File: src/rtl/gpio_pkg.sv
package gpio_pkg;

    typedef enum logic {
        ST_IDLE,
        ST_RESP
    } bus_state_e;

    typedef enum logic [3:0] {
        SEL_DATA,
        SEL_DIR,
        SEL_SENSE,
        SEL_BOTH,
        SEL_EVENT,
        SEL_ENABLE,
        SEL_RAW,
        SEL_MASKED,
        SEL_CLEAR,
        SEL_MODE,
        SEL_ID,
        SEL_NONE
    } reg_sel_e;

    // Identification bytes, one per word, ascending offset.
    function automatic logic [7:0] id_byte(input logic [2:0] idx);
        case (idx)
            3'd0:    id_byte = 8'h61;
            3'd1:    id_byte = 8'h10;
            3'd2:    id_byte = 8'h14;
            3'd3:    id_byte = 8'h00;
            3'd4:    id_byte = 8'h0D;
            3'd5:    id_byte = 8'hF0;
            3'd6:    id_byte = 8'h05;
            default: id_byte = 8'hB1;
        endcase
    endfunction

endpackage

File: src/rtl/gpio_sync.sv
module gpio_sync #(
    parameter int WIDTH  = 8,
    parameter int STAGES = 2
) (
    input  logic             clk,
    input  logic             rst_n,
    input  logic [WIDTH-1:0] async_in,
    output logic [WIDTH-1:0] sync_out
);
    logic [WIDTH-1:0] chain_q [STAGES];

    always_ff @(posedge clk or negedge rst_n) begin
        if (!rst_n) chain_q[0] <= '0;
        else        chain_q[0] <= async_in;
    end

    for (genvar s = 1; s < STAGES; s++) begin : g_stage
        always_ff @(posedge clk or negedge rst_n) begin
            if (!rst_n) chain_q[s] <= '0;
            else        chain_q[s] <= chain_q[s-1];
        end
    end

    assign sync_out = chain_q[STAGES-1];
endmodule

File: src/rtl/gpio_decode.sv
module gpio_decode
    import gpio_pkg::*;
#(
    parameter int ADDR_W = 12
) (
    input  logic [ADDR_W-1:0] addr,
    output reg_sel_e          sel
);
    localparam int WORD_W = ADDR_W - 2;

    logic [WORD_W-1:0] word;
    assign word = addr[ADDR_W-1:2];

    always_comb begin
        if (addr[ADDR_W-1 -: 2] == 2'b00) begin
            sel = SEL_DATA;
        end else if (addr[ADDR_W-1:5] == '1) begin
            sel = SEL_ID;
        end else begin
            case (word)
                WORD_W'(10'h100): sel = SEL_DIR;
                WORD_W'(10'h101): sel = SEL_SENSE;
                WORD_W'(10'h102): sel = SEL_BOTH;
                WORD_W'(10'h103): sel = SEL_EVENT;
                WORD_W'(10'h104): sel = SEL_ENABLE;
                WORD_W'(10'h105): sel = SEL_RAW;
                WORD_W'(10'h106): sel = SEL_MASKED;
                WORD_W'(10'h107): sel = SEL_CLEAR;
                WORD_W'(10'h108): sel = SEL_MODE;
                default:          sel = SEL_NONE;
            endcase
        end
    end
endmodule

File: src/rtl/gpio_regfile.sv
module gpio_regfile
    import gpio_pkg::*;
#(
    parameter int NUM_PINS = 8,
    parameter int ADDR_W   = 12,
    parameter int DATA_W   = 32,
    parameter int SYNC_STG = 2
) (
    input  logic                clk,
    input  logic                rst_n,
    input  logic                req_valid,
    output logic                req_ready,
    input  logic                req_write,
    input  logic [ADDR_W-1:0]   req_addr,
    input  logic [DATA_W-1:0]   req_wdata,
    output logic                rsp_valid,
    output logic [DATA_W-1:0]   rsp_rdata,
    input  logic [NUM_PINS-1:0] pin_in,
    output logic [NUM_PINS-1:0] pin_out,
    output logic [NUM_PINS-1:0] pin_oe,
    output logic [NUM_PINS-1:0] cfg_sense,
    output logic [NUM_PINS-1:0] cfg_both,
    output logic [NUM_PINS-1:0] cfg_event,
    output logic [NUM_PINS-1:0] cfg_enable,
    output logic [NUM_PINS-1:0] cfg_mode,
    input  logic [NUM_PINS-1:0] irq_raw,
    output logic [NUM_PINS-1:0] irq_clear
);
    localparam int MASK_LSB = 2;

    bus_state_e state_q, state_d;
    reg_sel_e   sel;

    logic [NUM_PINS-1:0] data_q, dir_q, sense_q, both_q, event_q, enable_q, mode_q;
    logic [NUM_PINS-1:0] clear_q, pin_sync, win_mask;
    logic [DATA_W-1:0]   rdata_q, rd_mux;
    logic                accept, wr_acc;

    gpio_sync #(.WIDTH(NUM_PINS), .STAGES(SYNC_STG)) u_sync (
        .clk      (clk),
        .rst_n    (rst_n),
        .async_in (pin_in),
        .sync_out (pin_sync)
    );

    gpio_decode #(.ADDR_W(ADDR_W)) u_dec (
        .addr (req_addr),
        .sel  (sel)
    );

    assign accept   = req_valid && (state_q == ST_IDLE);
    assign wr_acc   = accept && req_write;
    assign win_mask = req_addr[MASK_LSB +: NUM_PINS];

    // State register
    always_ff @(posedge clk or negedge rst_n) begin
        if (!rst_n) state_q <= ST_IDLE;
        else        state_q <= state_d;
    end

    always_comb begin
        state_d = state_q;
        unique case (state_q)
            ST_IDLE: if (accept) state_d = ST_RESP;   // accept
            ST_RESP: state_d = ST_IDLE;               // complete
        endcase
    end

    // Outputs of the state machine
    always_comb begin
        req_ready = 1'b0;
        rsp_valid = 1'b0;
        unique case (state_q)
            ST_IDLE: req_ready = 1'b1;
            ST_RESP: rsp_valid = 1'b1;
        endcase
    end

    // Data register: output bits from masked writes, input bits from pins
    for (genvar i = 0; i < NUM_PINS; i++) begin : g_data
        always_ff @(posedge clk or negedge rst_n) begin
            if (!rst_n) begin
                data_q[i] <= 1'b0;
            end else if (dir_q[i]) begin
                if (wr_acc && sel == SEL_DATA && win_mask[i])
                    data_q[i] <= req_wdata[i];
            end else begin
                data_q[i] <= pin_sync[i];
            end
        end
    end

    // Configuration registers and clear pulse
    always_ff @(posedge clk or negedge rst_n) begin
        if (!rst_n) begin
            dir_q    <= '0;
            sense_q  <= '0;
            both_q   <= '0;
            event_q  <= '0;
            enable_q <= '0;
            mode_q   <= '0;
            clear_q  <= '0;
        end else begin
            clear_q <= '0;
            if (wr_acc) begin
                case (sel)
                    SEL_DIR:    dir_q    <= req_wdata[NUM_PINS-1:0];
                    SEL_SENSE:  sense_q  <= req_wdata[NUM_PINS-1:0];
                    SEL_BOTH:   both_q   <= req_wdata[NUM_PINS-1:0];
                    SEL_EVENT:  event_q  <= req_wdata[NUM_PINS-1:0];
                    SEL_ENABLE: enable_q <= req_wdata[NUM_PINS-1:0];
                    SEL_MODE:   mode_q   <= req_wdata[NUM_PINS-1:0];
                    SEL_CLEAR:  clear_q  <= req_wdata[NUM_PINS-1:0];
                    default:    ;
                endcase
            end
        end
    end

    // Read multiplexer
    always_comb begin
        rd_mux = '0;
        unique case (sel)
            SEL_DATA:   rd_mux[NUM_PINS-1:0] = data_q & win_mask;
            SEL_DIR:    rd_mux[NUM_PINS-1:0] = dir_q;
            SEL_SENSE:  rd_mux[NUM_PINS-1:0] = sense_q;
            SEL_BOTH:   rd_mux[NUM_PINS-1:0] = both_q;
            SEL_EVENT:  rd_mux[NUM_PINS-1:0] = event_q;
            SEL_ENABLE: rd_mux[NUM_PINS-1:0] = enable_q;
            SEL_RAW:    rd_mux[NUM_PINS-1:0] = irq_raw;
            SEL_MASKED: rd_mux[NUM_PINS-1:0] = irq_raw & enable_q;
            SEL_MODE:   rd_mux[NUM_PINS-1:0] = mode_q;
            SEL_ID:     rd_mux[7:0]          = id_byte(req_addr[4:2]);
            SEL_CLEAR, SEL_NONE: rd_mux = '0;
        endcase
    end

    always_ff @(posedge clk or negedge rst_n) begin
        if (!rst_n)      rdata_q <= '0;
        else if (accept) rdata_q <= req_write ? '0 : rd_mux;
    end

    assign rsp_rdata  = rdata_q;
    assign pin_out    = data_q;
    assign pin_oe     = dir_q;
    assign cfg_sense  = sense_q;
    assign cfg_both   = both_q;
    assign cfg_event  = event_q;
    assign cfg_enable = enable_q;
    assign cfg_mode   = mode_q;
    assign irq_clear  = clear_q;
endmodule

File: config.mk
export PLATFORM = sky130hd
export DESIGN_NAME = gpio_regfile
export DESIGN_NICKNAME = d
export VERILOG_FILES = /design/src/rtl/gpio_pkg.sv /design/src/rtl/gpio_sync.sv /design/src/rtl/gpio_decode.sv /design/src/rtl/gpio_regfile.sv
export SDC_FILE = /design/constraint.sdc
export NUM_CORES = 1
export LEC_CHECK = 0
export ABC_AREA = 1
export CORE_MARGIN = 4
export CORE_UTILIZATION = 40
export CTS_CLUSTER_DIAMETER = 40
export DETAILED_ROUTE_END_ITERATION = 10
export DONT_BUFFER_PORTS = 1
export PLACE_DENSITY = 0.64
export SYNTH_ARGS = -nofsm -noshare
export SYNTH_HDL_FRONTEND = slang
export SYNTH_SLANG_ARGS = --single-unit
File: constraint.sdc
create_clock -name clk -period 1.9 [get_ports clk]
set_input_delay 0.285 -clock clk [delete_from_list [all_inputs] [get_ports clk]]
set_output_delay 0.285 -clock clk [all_outputs]
set_load 0.02 [all_outputs]
# == After elaboration in Yosys (flattened, before gate mapping) ==
# Index checks and enable logic that the tools add are counted.
# op_classes
n_eq_ne,35
mux,28
bitwise_logic,3
reduce_logical,21
# ops
cell,n
10-bit by 9-bit equality test with 1-bit output (second input constant),9
8-bit case mux with 11 select lines,1
8-bit case mux with 7 select lines,1
4-bit case mux with 9 select lines,1
8-bit two-way mux,3
1-bit two-way mux,19
8-bit AND,2
4-bit by 3-bit equality test with 1-bit output (second input constant),4
4-bit equality test (second input constant),4
2-bit by 1-bit inequality test with 1-bit output (second input constant),8
2-bit AND reduction,6
1-bit logical AND,11
3-bit equality test (second input constant),3
4-bit by 2-bit equality test with 1-bit output (second input constant),2
4-bit two-way mux,2
7-bit equality test (second input constant),1
3-bit by 2-bit equality test with 1-bit output (second input constant),2
4-bit by 1-bit equality test with 1-bit output (second input constant),1
4-bit zero test,1
3-bit by 1-bit equality test with 1-bit output (second input constant),1
3-bit zero test,1
2-bit zero test,1
1-bit case mux with 2 select lines,1
2-bit OR reduction,1
1-bit inverter,1
# totals
regBits,113
inputBits,64

# == Depth between registers and ports, before layout ==
# depth
ltp_word,9
ltp_mapped,13
mapped_depth_nobuf,12

# == Hierarchy ==
# Synthesis repeated with hierarchy kept, for this count alone.
# hier_totals
cells_unflattened,570
hier_area_um2,4519.3
# modules_own_cells
mod,instances,cells_per_inst,area_per_inst_um2
gpio_regfile,1,491,3799.9
gpio_sync,1,24,460.4
gpio_decode,1,55,259.0

# == Worst setup path after synthesis ==
# Ideal clock, no wire load.
# synth_timing
path_type,reg-to-reg
start,register state_q
end,"register event_q[6], in the netlist cfg_event[6]"
arrival_time_ps,1584
t_required_ps,1769
setup_slack_ps,185
stages_incl_launch_ff,8
n_path_buf,1
period_less_slack_ps,1715
path_cell_list,dfrtp_1 > inv_1 > nand2_1 > nor2_8 > nand4_1 > clkbuf_1 > nand2_1 > o21ai_0
# synth_via
elab_chain_cells,4
# synth_lines
item,line,text
"start, declared",gpio_regfile.sv:31,"bus_state_e state_q, state_d;"
"start signal, assigned",gpio_regfile.sv:58,else state_q <= state_d;
1-bit inverter,--,
1-bit logical AND,gpio_regfile.sv:51,assign accept = req_valid && (state_q == ST_IDLE);
1-bit logical AND,gpio_regfile.sv:52,assign wr_acc = accept && req_write;
2-bit AND reduction (no source line),--,
"end signal, assigned",gpio_regfile.sv:110,SEL_EVENT: event_q <= req_wdata[NUM_PINS-1:0];
"end, declared",gpio_regfile.sv:34,"logic [NUM_PINS-1:0] data_q, dir_q, sense_q, both_q, event_q, enable_q, mode_q;"
# No other way between the ends.
# A chain may end at the register's enable or synchronous reset.

# == Worst setup path after layout ==
# layout_timing
start,register state_q
end,"register both_q[7], in the netlist cfg_both[7]"
# layout_via
elab_chain_cells,4
# layout_lines
item,line,text
1-bit inverter,--,
1-bit logical AND,gpio_regfile.sv:51,
1-bit logical AND,gpio_regfile.sv:52,
2-bit AND reduction (no source line),--,
"end signal, assigned",gpio_regfile.sv:109,SEL_BOTH: both_q <= req_wdata[NUM_PINS-1:0];
"end, declared",gpio_regfile.sv:34,
# No other way between the ends.

==> impl_metrics.py <==
metrics = {
    "status": {
        "status": "complete, but fails checks",
        "violations": "hold timing",
    },
    "routing": {
        "routed_wirelength_um": 13800,
        "ant_nets": 0,
        "viasPerCell": 5.38,
        "drc_errors": 0,
        "wl_met1_um": 5280,
        "route.met2.wl_um": 6590,
        "routed.top_layer": "met4",
        "firstDrtPassIters": 5,
        "route.detailed.wl_per_inst_um": 18.8,
        "vias": 3943,
        "drt-initial-drc-count": 288,
        "wl_met3_um": 1420,
    },
    "synthesis": {
        "synth-compound-area-share_pct": 10.3,
        "synthAdderAreaFrac_pct": 0,
        "synth_warnings": 0,
        "synth_edf_count": 0,
        "synth_top_family_by_area": "simple AND/OR/NAND/NOR gates",
        "synth_commonest_cells": "165 x nand2_1, 89 x dfrtp_1, 61 x nand3_1, 43 x inv_1, 41 x nor2_1",
        "synth.area.mux_share_pct": 0,
        "avgSynthCellArea_um2": 8.24,
        "synth_top_area_share_pct": 47.2,
        "synth-simple-area-share_pct": 32.2,
        "synth_top_cell_by_area": "dfrtp_1",
        "synth_xor_area_share_pct": 0,
        "synth-async-reset-ratio_pct": 100,
        "post-synth-top-count-cell": "nand2_1",
        "synthCells": 572,
        "synth_top_cells_by_area": "dfrtp_1 47%, nand2_1 13%, nand3_1 6.5%",
        "synth_cell_type_count": 32,
        "ys_seq_elements": 89,
        "synthesis.area_um2": 4710,
        "ys_seq_area_share_pct": 47.2,
        "ys.flop_type": "dfrtp_1",
    },
    "place": {
        "dp_hpwl_um": 9990,
        "io_buffer_count": 0,
        "globalplace.congestion": 0.863,
        "placed_cell_area_um2": 4770,
    },
    "worst_setup_path": {
        "cp_data_arrival_time_ns": 1.87,
        "critical_path_peak_fanout": 16,
        "end_kind": "register",
        "worst_path_largest_cell_delay_ns": 0.37,
        "path_cells": "inv_1, nand2_2, nor2_8, nand3_2, o21ai_0",
        "crit_family": "simple AND/OR/NAND/NOR gates",
        "cp_data_required_time_ns": 2.16,
        "worstSetupStartpointType": "register",
        "slowest_stage": "dfrtp_1",
        "worstSetupPathType": "register to register",
        "crit_buf_inv": 1,
    },
    "floorplanning": {
        "die-area_um2": 13600,
        "core_um2": 11500,
        "fp.dieH_um": 117,
        "pin_count": 162,
        "die_w_um": 117,
        "rows": 39,
        "start_util_pct": 41.1,
    },
    "grt": {
        "grt_max_degree": 90,
        "grt_overflow": 0,
        "grt_pass1_wl_um": 20600,
        "antenna_found_initial": 0,
        "track_usage_pct": 20.2,
        "grt_pass1_vias": 3643,
    },
    "power": {
        "power_density_nw_per_um2": 798,
        "ir_drop_mv": 0.477,
        "power.leakage_nw": 2.46,
        "p_total_mw": 4.12,
    },
    "clock_network": {
        "htreeDepth": 3,
        "clock-sinks": 89,
        "path_clk_slew_ns": 0.06,
        "cts_buffers": 9,
        "clock_latency_ns": 0.35,
        "cts_setup_buffers": 0,
        "cts_buffer_depth": 2,
        "root_buffer": "clkbuf_16",
        "cts_tree": "done",
        "hold_buffers": 8,
    },
    "job": {
        "cap_violations": 0,
    },
    "sta": {
        "drv_slew": 0,
        "period_share_pct": 84.8,
        "hold_viol": 89,
        "min_period_ns": 1.61,
        "grt_setup_unrepaired": "false",
        "fin_skew_ns": 0.00636,
        "slew_headroom_pct": 62.9,
        "tns_ns": 0,
        "setup_viol": 0,
        "clock.fmax_mhz": 620,
        "hold_slack_ns": -0.370,
        "tightestPinTransition_ns": 0.556,
    },
    "layout": {
        "final_nets": 649,
        "area_growth_syn_to_layout_pct": 9.42,
        "fin_area_um2": 5160,
        "antenna_cells": 0,
        "drive_above_1_share_pct": 12.9,
        "postLayoutCoreUtil_pct": 45.0,
    },
    "min_path": {
        "hp-class": "primary input to async pin",
    },
}
-- cell type report --
| class | count | area [µm²] |
|---|---|---|
| Clock buffer | 11 | 243 |
| Clock inverter | 5 | 63.8 |
| Fill cell | 1121 | 6310 |
| Inverter | 49 | 191 |
| Multi-Input combinational cell | 418 | 2100 |
| Sequential cell | 89 | 2230 |
| Tap cell | 143 | 179 |
| Timing Repair Buffer | 18 | 155 |
-- placed cells by master, fill, tap and decap left out --
cell type,Yosys,layout
conb_1,1,24
o21ai_1,21,21
buf_4,25,10
dfrtp_1,89,89
nor2_2,7,7
nor4_1,1,1
clkinv_2,0,1
nand2_1,165,164
o21ai_0,23,23
nor3_4,3,3
inv_2,4,4
o221ai_1,8,8
dlygate4sd3_1,0,8
nor2_1,41,41
nand3_2,2,2
and3_1,1,1
nand3b_1,5,5
o21ai_2,15,15
nand3_4,4,4
inv_8,0,1
clkinv_4,1,3
nor3_1,1,1
nand2_4,1,1
nand4_1,10,10
inv_4,1,1
clkbuf_8,0,1
nand2_2,6,7
nor2_4,2,2
nor3_2,1,1
inv_1,43,43
clkbuf_1,3,1
bufinv_16,0,1
nand3_1,61,61
clkbuf_16,0,9
nor2_8,3,3
a21oi_1,13,13
-- where the power goes --
| group | switching (mW) | internal [mW] |
|---|---|---|
| Combinational | 0.199 | 0.0712 |
| Sequential | 0.0667 | 1.94 |
| Clock | 0.775 | 1.07 |
-- registers in the layout (all words and copies together), names as in the netlist --
signal	cells
cfg_event	8
state_q	1
u_sync.sync_out	8
cfg_sense	8
pin_oe	8
rsp_rdata	8
irq_clear	8
cfg_both	8
pin_out	8
cfg_enable	8
u_sync.chain_q	8
cfg_mode	8
-- cell families after synthesis --
logic type / after synthesis
other: 1
flip-flops: 89
buffers and inverters: 88
AND/OR/NAND/NOR: 314
AO/OA/AOI/OAI: 80
-- worst register-to-register path, stage by stage (launching register included) --
cell and delay (ns):
dfrtp_1 0.37, inv_1 0.08, nand2_2 0.19, nor2_8 0.28, nand3_2 0.33, o21ai_0 0.28
-- routing by layer --
layer  vias up  track usage (%)
li1       1851                -
met1      1854             25.3
met2       203             31.8
met3        35             6.11
met4         0             9.79
met5         -                0
-- worst paths after layout --
| kind | slack [ns] | cells past startpoint | from | to |
|---|---|---|---|---|
| min in group clk | 0.07 | 2 | req_wdata[3] | irq_clear[3]$_DFF_PN0_ |
| min | -0.37 | 0 | rst_n | cfg_mode[3]$_DFFE_PN0P_ |
| max reg2reg | 0.29 | 5 | state_q$_DFF_PN0_ | cfg_both[7]$_DFFE_PN0P_ |
| max | 0.29 | 5 | state_q$_DFF_PN0_ | cfg_both[7]$_DFFE_PN0P_ |
| min reg2reg | 0.34 | 0 | u_sync.chain_q[12]$_DFF_PN0_ | u_sync.sync_out[4]$_DFF_PN0_ |
| max in group asynchronous | 2.08 | 0 | rst_n | u_sync.sync_out[5]$_DFF_PN0_ |
-- per-stage QoR --
step / worst slack (ns) / instances
4_1_cts: 0.0517 / 733
2_1_floorplan: 0.185 / 595
3_3_place_gp: 0.133 / 709
3_5_place_dp: 0.0933 / 709
5_1_grt: 0.117 / 733
6_report: 0.288 / 733
-- what timing repair did --
| item | CTS | global route |
|---|---|---|
| gates resized for setup | 0 | 1 |
| setup endpoints to repair | 0 | 24 |
| hold endpoints to repair | 97 | 89 |
No activity file was read; power rests on OpenSTA's default activity.
